[src/rtl/sc_fsm_pkg.sv]
package sc_fsm_pkg;

  localparam int STATE_W = 3;
  localparam int IDX_A = 2;
  localparam int IDX_B = 1;
  localparam int IDX_C = 0;

  typedef logic [STATE_W-1:0] code_t;

  localparam code_t CODE_HOME = 3'b001;

  typedef struct packed {
    logic set;
    logic clr;
  } sr_drive_t;

  // Set and clear terms for bit A
  function automatic sr_drive_t drive_a(input code_t s, input logic x);
    sr_drive_t d;
    d.set = s[IDX_B] & x;
    d.clr = s[IDX_C] & ~x;
    return d;
  endfunction

  // Set and clear terms for bit B
  function automatic sr_drive_t drive_b(input code_t s, input logic x);
    sr_drive_t d;
    d.set = ~s[IDX_A] & ~s[IDX_B] & x;
    d.clr = (s[IDX_B] & x) | (s[IDX_B] & s[IDX_C]);
    return d;
  endfunction

  // Set and clear terms for bit C
  function automatic sr_drive_t drive_c(input code_t s, input logic x);
    sr_drive_t d;
    d.set = ~x;
    d.clr = x;
    return d;
  endfunction

  function automatic logic out_fn(input code_t s, input logic x);
    return s[IDX_A] & x;
  endfunction

  // Used codes: 001, 010, 011, 100, 101
  function automatic logic is_used(input code_t s);
    return (s != 3'b000) && (s != 3'b110) && (s != 3'b111);
  endfunction

endpackage

[src/rtl/sc_sr_cell.sv]
module sc_sr_cell
  import sc_fsm_pkg::*;
#(
  parameter logic RST_VAL = 1'b0
) (
  input  logic clk,
  input  logic rst,
  input  logic load_en,
  input  logic load_bit,
  input  logic set_i,
  input  logic clr_i,
  output logic q
);

  logic q_next;

  always_comb begin
    q_next = q;
    if (set_i && !clr_i) begin
      q_next = 1'b1;
    end else if (clr_i && !set_i) begin
      q_next = 1'b0;
    end
  end

  always_ff @(posedge clk) begin
    if (rst) begin
      q <= RST_VAL;
    end else if (load_en) begin
      q <= load_bit;
    end else begin
      q <= q_next;
    end
  end

  // set and clear never arrive together
  p_sr_exclusive_r5: assert property (@(posedge clk) disable iff (rst)
    !(set_i && clr_i));

  // set alone stores 1
  p_set_stores_r5: assert property (@(posedge clk) disable iff (rst)
    (!load_en && set_i && !clr_i) |=> q);

  // clear alone stores 0
  p_clr_stores_r5: assert property (@(posedge clk) disable iff (rst)
    (!load_en && clr_i && !set_i) |=> !q);

  // neither term holds the value
  p_idle_holds_r5: assert property (@(posedge clk) disable iff (rst)
    (!load_en && !set_i && !clr_i) |=> $stable(q));

endmodule

[src/rtl/sc_sr_excite.sv]
module sc_sr_excite
  import sc_fsm_pkg::*;
(
  input  code_t                    cur,
  input  logic                     x_in,
  output sr_drive_t [STATE_W-1:0]  drv,
  output logic                     y
);

  always_comb begin
    drv[IDX_A] = drive_a(cur, x_in);
    drv[IDX_B] = drive_b(cur, x_in);
    drv[IDX_C] = drive_c(cur, x_in);
    y          = out_fn(cur, x_in);
  end

endmodule

[src/rtl/sc_fsm_top.sv]
module sc_fsm_top
  import sc_fsm_pkg::*;
(
  input  logic         clk,
  input  logic         rst,
  input  logic         x_in,
  input  logic         load_en,
  input  logic [2:0]   load_code,
  output logic         y_out,
  output logic [2:0]   state_q
);

  code_t                    cur;
  sr_drive_t [STATE_W-1:0]  drv;
  logic                     free_step;
  logic                     cur_used;

  sc_sr_excite u_excite (
    .cur  (cur),
    .x_in (x_in),
    .drv  (drv),
    .y    (y_out)
  );

  for (genvar i = 0; i < STATE_W; i++) begin : g_cell
    sc_sr_cell #(
      .RST_VAL (CODE_HOME[i])
    ) u_cell (
      .clk      (clk),
      .rst      (rst),
      .load_en  (load_en),
      .load_bit (load_code[i]),
      .set_i    (drv[i].set),
      .clr_i    (drv[i].clr),
      .q        (cur[i])
    );
  end

  assign state_q   = cur;
  assign free_step = !rst && !load_en;
  assign cur_used  = is_used(cur);

  // reset loads the home code
  p_reset_home_r1: assert property (@(posedge clk)
    rst |=> (state_q == 3'b001));

  // load writes the code
  p_load_code_r2: assert property (@(posedge clk) disable iff (rst)
    load_en |=> (state_q == $past(load_code)));

  // output only in A states
  p_out_needs_a_r4: assert property (@(posedge clk) disable iff (rst)
    y_out |-> (state_q[2] && x_in));

  // 000 escapes directly
  p_esc_000_r6: assert property (@(posedge clk) disable iff (rst)
    (free_step && state_q == 3'b000) |=> (state_q == 3'b001 || state_q == 3'b010));

  // 110 goes to 111 or 100
  p_esc_110_r7: assert property (@(posedge clk) disable iff (rst)
    (free_step && state_q == 3'b110) |=> (state_q == 3'b111 || state_q == 3'b100));

  // 111 escapes directly
  p_esc_111_r8: assert property (@(posedge clk) disable iff (rst)
    (free_step && state_q == 3'b111) |=> (state_q == 3'b001 || state_q == 3'b100));

  // used codes stay used
  p_used_closed_r9: assert property (@(posedge clk) disable iff (rst)
    (free_step && cur_used) |=> is_used(state_q));

endmodule

[config.mk]
export PLATFORM = sky130hd
export DESIGN_NAME = sc_fsm_top
export DESIGN_NICKNAME = d
export VERILOG_FILES = /design/src/rtl/sc_fsm_pkg.sv /design/src/rtl/sc_sr_cell.sv /design/src/rtl/sc_sr_excite.sv /design/src/rtl/sc_fsm_top.sv
export SDC_FILE = /design/constraint.sdc
export NUM_CORES = 1
export LEC_CHECK = 0
export BUFFER_PORTS_ARGS = -buffer_cell sky130_fd_sc_hd__buf_2
export CORE_AREA = 2 2 39 41
export DETAILED_ROUTE_END_ITERATION = 10
export DIE_AREA = 0 0 41 43
export GPL_ROUTABILITY_DRIVEN = 0
export SETUP_SLACK_MARGIN = 0.15
export SLEW_MARGIN = 10
export SYNTH_ARGS = -nofsm -noshare
export SYNTH_HDL_FRONTEND = slang
export SYNTH_SLANG_ARGS = --single-unit
[constraint.sdc]
create_clock -name clk -period 1.7 [get_ports clk]
set_input_delay 0.085 -clock clk [delete_from_list [all_inputs] [get_ports clk]]
set_output_delay 0.085 -clock clk [all_outputs]
set_load 0.1 [all_outputs]
==> results of run 1 <==
==> kinds of logic (layout without fill, tap and decap cells) <==
kind of cell | Yosys count | in the layout | synth area share (%)
flip-flops | 3 | 3 | 35.3
AND/OR/NAND/NOR | 6 | 6 | 22.8
AO/OA/AOI/OAI | 5 | 5 | 24.3
buffers and inverters | 5 | 16 | 17.6
==> routing by layer <==
layer	GRT usage, %	routed length (um)
met1	6.39	171
met2	6.25	105
met3	7.85	76
met4	2.00	6
met5	0	0
==> synthesized netlist by cell type, drive strengths merged <==
master	n
and2	1
a221oi	1
nor2b	1
nor3	1
dfxtp	3
a211o	1
buf	3
nor3b	1
a211oi	1
a21oi	1
inv	2
o21ai	1
nor2	2
==> final cells by class <==
| cell class | count | area [um2] |
|---|---|---|
| clock buffers | 4 | 26.3 |
| flip-flops and latches | 3 | 60.1 |
| multi-input cells | 11 | 80.1 |
| repair buffers | 10 | 50.0 |
| well taps | 16 | 20.0 |
| inverters | 2 | 7.51 |
| fillers | 160 | 1140 |
==> worst max-delay path, delay by kind of cell, from the launching register on <==
family                 cells  cell delay [ns]
flip-flops                 1             0.35
AND/OR/NAND/NOR            1             0.14
buffers and inverters      1             0.41
==> worst paths after layout <==
kind                            from                 end  cells after the start
setup reg to reg  g_cell[1].u_cell.q  g_cell[1].u_cell.q                      3
hold / removal                   rst  g_cell[2].u_cell.q                      2
hold reg to reg   g_cell[2].u_cell.q  g_cell[2].u_cell.q                      2
setup / recovery  g_cell[2].u_cell.q               y_out                      2
==> where the power goes <==
| part | leakage, nW | switching, W | internal (W) | total, W |
|---|---|---|---|---|
| Sequential | 0.0250 | 0.00000425 | 0.0000762 | 0.0000805 |
| Combinational | 0.0785 | 0.0000602 | 0.0000173 | 0.0000775 |
| Clock | 0.0150 | 0.0000360 | 0.0000879 | 0.000124 |
==> per-stage QoR <==
| stage | power [W] | hold slack, ns |
|---|---|---|
| after detailed placement | 0.000160 | 0.291 |
| after global routing | 0.000303 | 0.0623 |
| after global placement | 0.000159 | 0.288 |
| after CTS | 0.000290 | 0.0424 |
| after floorplan | 0.000148 | 0.151 |
| final | 0.000282 | 0.0489 |
==> flow_summary.toml, run 1 <==
[logic_synthesis]
synth_cell_types = 13
synth.net_count = 26
syn_area_um2 = 170
ys_seq_elements = 3
synth.top_cells.by_area = "dfxtp_1 (35%), buf_4 (13%), a221oi_2 (8.8%)"
synth_top_area_cell = "dfxtp_1"
yosysWarnings = 0
syn_area_per_cell_um2 = 8.96
synth_top_area_share_pct = 35.3
synth_seq_area_share_pct = 35.3
synth_cells = 19

[worst_setup_path]
cpPeakStageDelay_ns = 0.41
cp.arrival_ns = 1.13
ff2ff_setup_slack_ns = 0.83
crit_required_ns = 1.62
worstSetupPathType = "register to primary output"
cp_max_fo = 4
slowest_stage = "buf_2"
worstPathCellList = "and2_2, buf_2"
end_kind = "primary output"
worstSetupStartpointType = "register"

[clock_network]
post_cts_buffers = 0
cts_resized = 0
hold_buffers = 0
cts_root_buf = "clkbuf_4"
cts_buffer_depth = 2
clk_pin_slew_ns = 0.04
tritoncts = "done"
clkLatencyLatePin_ns = 0.23
htreeDepth = 1
cts_buffers = 3
cts_num_sinks = 3

[timing]
hold_viol_final = 0
period_share_pct = 71.7
slew_viol_final = 0
setup_viol = 0
layout_setup_ws_ns = 0.482
grt_setup_unrepaired = "no"
tightest_slew_ns = 0.485
max_freq_mhz = 821
min_period_ns = 1.22
tns_ns = 0
fin_skew_ns = 0.00104
slew_headroom_pct = 67.9

[finish]
regMostFlops = "g_cell.u_cell.q"
largest_registers = "g_cell.u_cell.q: 3 flops"
finalNonFillerCells = 46
largest_reg_flops = 3
final_common_cell = "buf_2"
area_growth_pct = 43.4
final_util_pct = 17.6
mostFrequentLayoutCells = "buf_2 (10), clkbuf_4 (3), dfxtp_1 (3), nor2_1 (2), inv_1 (2)"
drive_gt1_share_pct = 53.3
finalNetCount = 38
diodes = 0
design_area_um2 = 244

[floorplan]
fp.dieH_um = 43
die_w_um = 41
core_area_mm2 = 0.00138
std_cell_rows = 14
initial_utilization_pct = 12.3
fp.dieArea_mm2 = 0.00176
ioPinCount = 11

[placement]
dp_slack_ns = 0.720
dp.cells = 42
place_area_um2 = 218
port_buffers = 10
dp.final_hpwl_um = 286

[drt]
wirelength_um = 360
drc = 0
dr.pass1.iters = 4
drtAntennaViolNets = 0
vias = 165
drt_iter0_markers = 1
wl_per_cell_um = 7.83
vias_per_cell = 3.59

[grt]
gr-total-overflow = 0
grt_first_pass_wirelength_um = 614
track_usage_pct = 5.81
grt_pass1_vias = 152
grt_max_degree = 7
antenna_found_initial = 0

[power]
p_leak_nw = 0.118
ir_worst_vdd_v = 0.000422
power_density_mw_per_mm2 = 1160

[min_path]
hp-class = "input pin to register"

[run_status]
outcome = "finished clean"

[job]
cap_violations = 0
(Power assumes the default switching activity.)
==> run 2: changes to the inputs <==
==> constraint.sdc (replaced) <==
create_clock -name clk -period 1.2 [get_ports clk]
set_input_delay 0.06 -clock clk [delete_from_list [all_inputs] [get_ports clk]]
set_output_delay 0.06 -clock clk [all_outputs]
set_load 0.1 [all_outputs]
==> flow_summary.toml, run 2 (synthesized netlist as in run 1, its figures left out) <==
[run_status]
outcome = "finished clean"

[finish]
multi_input_area_um2 = 80.1
diodes = 0
final_util_pct = 19.3
finalNonFillerCells = 46
largest_registers = "g_cell.u_cell.q: 3 flops"
final_common_cell = "buf_2"
seq_area_um2 = 60.1
fillerInstances = 154
drive_gt1_share_pct = 53.3
largest_reg_flops = 3
mostFrequentLayoutCells = "buf_2 (6), clkbuf_4 (3), dfxtp_1 (3), buf_4 (3)"
finalNetCount = 38
area_growth_pct = 56.6
regMostFlops = "g_cell.u_cell.q"

[worst_setup_path]
worstSetupPathType = "register to primary output"
worstPathCellList = "and2_2, buf_12"
slowest_stage = "dfxtp_1"
crit_required_ns = 1.14
worstSetupStartpointType = "register"
cpPeakStageDelay_ns = 0.35
cp_max_fo = 4
cp.arrival_ns = 0.94
end_kind = "primary output"

[clock_network]
hold_buffers = 0
cts_buffer_depth = 2
cts_buffers = 3
htreeDepth = 1
cts_resized = 3
cts_num_sinks = 3
tritoncts = "done"
post_cts_buffers = 0
clk_pin_slew_ns = 0.04
clkLatencyLatePin_ns = 0.23
cts_root_buf = "clkbuf_4"

[placement]
dp.cells = 42
dp_slack_ns = 0.326
port_buffers = 10

[timing]
grt_setup_unrepaired = "no"
period_share_pct = 83.1
hold_viol_final = 0
slew_headroom_pct = 81.5
tightest_slew_ns = 0.280
max_freq_mhz = 1000
fin_skew_ns = 0.00151
tns_ns = 0
setup_viol = 0
layout_setup_ws_ns = 0.203
min_period_ns = 0.997
slew_viol_final = 0

[grt]
grt_pass1_vias = 125
gr-total-overflow = 0
grt_first_pass_wirelength_um = 517
antenna_found_initial = 0
track_usage_pct = 5.21
grt_max_degree = 7

[power]
p_total_w = 0.000410
p_leak_nw = 0.124
power_density_mw_per_mm2 = 1540
ir_worst_vdd_v = 0.000513

[min_path]
hp-class = "input pin to register"

[drt]
vias_per_cell = 3.57
drc = 0
wl_per_cell_um = 8.28
vias = 164
drtAntennaViolNets = 0
drt_iter0_markers = 6
wirelength_um = 381
dr.pass1.iters = 4

[floorplan]
fp.dieH_um = 43
core_area_mm2 = 0.00138
initial_utilization_pct = 12.3
std_cell_rows = 14
die_w_um = 41
ioPinCount = 11
fp.dieArea_mm2 = 0.00176

[job]
cap_violations = 0
## run 2: cell counts in the layout (fill, tap and decap cells not counted)
No cell type changed its count.
## run 2: worst max-delay path, delay by kind of cell (launching register included)
family | cells | cell delay [ns]
flip-flops | 1 | 0.35
AND/OR/NAND/NOR | 1 | 0.18
buffers and inverters | 1 | 0.17
## run 2: cell type report
cell class / count / area share [%]
Inverter: 2 / 2.82
Tap cell: 16 / 7.51
Timing Repair Buffer: 10 / 27.2
Clock buffer: 4 / 9.86
Multi-Input combinational cell: 11 / 30.0
Sequential cell: 3 / 22.5
## run 2: metal layers
metal / wire (um) / track usage (%) / vias up
li1: - / - / 85
met1: 176 / 6.07 / 65
met2: 136 / 3.75 / 14
met3: 69 / 6.28 / 0
met4: 0 / 6.00 / 0
met5: 0 / 0 / -
## run 2: final timing paths
kind / from / endpoint / slack, ns / depth (start not counted)
max reg2reg: g_cell[1].u_cell.q / g_cell[1].u_cell.q / 0.30 / 3
min: rst / g_cell[2].u_cell.q / 0.03 / 2
max: g_cell[2].u_cell.q / y_out / 0.20 / 2
min reg2reg: g_cell[2].u_cell.q / g_cell[2].u_cell.q / 0.54 / 2
## run 2: per-stage QoR
step                      hold WS, ns  instance area [um2]
after floorplan                 0.126                  170
after global placement          0.261                  233
after detailed placement        0.265                  233
after CTS                      0.0188                  267
after global routing           0.0293                  267
final                          0.0264                  267
## run 2: where the power goes
group / switching (W) / internal (W) / leakage (nW)
registers: 0.00000649 / 0.000108 / 0.0250
clock network: 0.0000501 / 0.000124 / 0.0150
logic: 0.0000869 / 0.0000339 / 0.0837
total: 0.000143 / 0.000266 / 0.124
==> run 3: changes to the inputs <==
==> constraint.sdc (replaced) <==
create_clock -name clk -period 1.05 [get_ports clk]
set_input_delay 0.0525 -clock clk [delete_from_list [all_inputs] [get_ports clk]]
set_output_delay 0.0525 -clock clk [all_outputs]
set_load 0.1 [all_outputs]
==> flow_summary.toml, run 3 (synthesized netlist as in run 1, its figures left out) <==
[timing]
slew_viol_final = 0
layout_setup_ws_ns = 0.107
period_share_pct = 89.8
max_freq_mhz = 1060
min_period_ns = 0.943
hold_viol_final = 0
slew_headroom_pct = 86.1
tightest_slew_ns = 0.206
fin_skew_ns = 0.0108
tns_ns = 0
grt_setup_unrepaired = "yes"
setup_viol = 0

[grt]
track_usage_pct = 6.31
gr-total-overflow = 0
antenna_found_initial = 0
grt_first_pass_wirelength_um = 703
grt_pass1_vias = 186
grt_max_degree = 7

[clock_network]
cts_buffers = 3
clkLatencyLatePin_ns = 0.24
cts_num_sinks = 3
htreeDepth = 1
clk_pin_slew_ns = 0.04
cts_root_buf = "clkbuf_4"
cts_buffer_depth = 2
tritoncts = "done"

[finish]
fillerInstances = 157
drive_gt1_share_pct = 65.6
largest_registers = "g_cell.u_cell.q: 3 flops"
diodes = 0
final_common_cell = "buf_2"
mostFrequentLayoutCells = "buf_2 (6), buf_12 (4), clkbuf_4 (3)"
largest_reg_flops = 3
finalNetCount = 40
area_growth_pct = 96.3
regMostFlops = "g_cell.u_cell.q"

[worst_setup_path]
reg2reg_depth = 3
worstSetupStartpointType = "register"
end_kind = "primary output"
cp_num_cells = 2
crit_required_ns = 1.00
slowest_stage = "dfxtp_4"
critPathTopFamily = "flip-flops"
cp.arrival_ns = 0.89
cpPeakStageDelay_ns = 0.34
cp_max_fo = 4
worstPathCellList = "and2_4, buf_12"
cp_num_buf_inv = 1
worstSetupPathType = "register to primary output"

[drt]
drc = 0
drt_iter0_markers = 0
dr.pass1.iters = 1
wirelength_um = 415
vias_per_cell = 3.81
wl_met3_um = 49
vias = 183
maxUsedRoutingLayer = "met3"
wl_met2_um = 163
wl_per_cell_um = 8.65
drtAntennaViolNets = 0
met1Wirelength_um = 202

[job]
cap_violations = 0

[floorplan]
fp.dieH_um = 43
std_cell_rows = 14
ioPinCount = 11
core_area_mm2 = 0.00138
fp.dieArea_mm2 = 0.00176
initial_utilization_pct = 12.3
die_w_um = 41

[run_status]
outcome = "finished clean"

[power]
power_density_mw_per_mm2 = 1550
ir_worst_vdd_v = 0.000644
p_leak_nw = 0.148

[min_path]
hold-path-cell-count = 2
hp-class = "input pin to register"

[placement]
dp_slack_ns = 0.133
port_buffers = 10
[run 3: layout make-up]
type                    count  area [um2]  area share [%]
repair buffers             12         128            38.2
multi-input cells          11        86.3            25.8
flip-flops and latches      3        66.3            19.9
clock buffers               4        26.3            7.87
well taps                  16        20.0            5.99
inverters                   2        7.51            2.25
[run 3: power breakdown]
part | internal [W] | switching (W) | total, W
combinational | 0.0000680 | 0.000104 | 0.000172
sequential | 0.000124 | 0.0000107 | 0.000135
clock | 0.000143 | 0.0000668 | 0.000210
total | 0.000335 | 0.000182 | 0.000517
[run 3: repair_timing]
action,4_1_cts,5_1_grt
endpoints found under the setup margin,5,3
buffers inserted,1,0
gates resized for setup,6,0
hold endpoints to repair,1,0
hold buffers,1,0
[run 3: stage by stage]
step | hold WS (ns) | util, % | total power [W] | instances | area, um2
global placement | 0.255 | 20.1 | 0.000295 | 42 | 278
global route | 0.0483 | 24.1 | 0.000540 | 48 | 334
finish | 0.0315 | 24.1 | 0.000517 | 48 | 334
detailed placement | 0.252 | 20.1 | 0.000296 | 42 | 278
floorplan | 0.119 | - | 0.000240 | 19 | 170
CTS | 0.0269 | 24.1 | 0.000525 | 48 | 334
[run 3: final timing paths]
kind | from | to | slack (ns)
worst max-delay path | g_cell[2].u_cell.q | y_out | 0.11
worst min-delay path | load_code[0] | g_cell[0].u_cell.q | 0.03
worst max register to register | g_cell[1].u_cell.q | g_cell[1].u_cell.q | 0.15
worst min register to register | g_cell[2].u_cell.q | g_cell[2].u_cell.q | 0.54
[run 3: per-layer routing]
| metal | global-route usage, % | vias up |
|---|---|---|
| met5 | 0 | - |
| met4 | 2.00 | 0 |
| met3 | 6.81 | 0 |
| met2 | 8.75 | 10 |
| met1 | 6.07 | 85 |
| li1 | - | 88 |
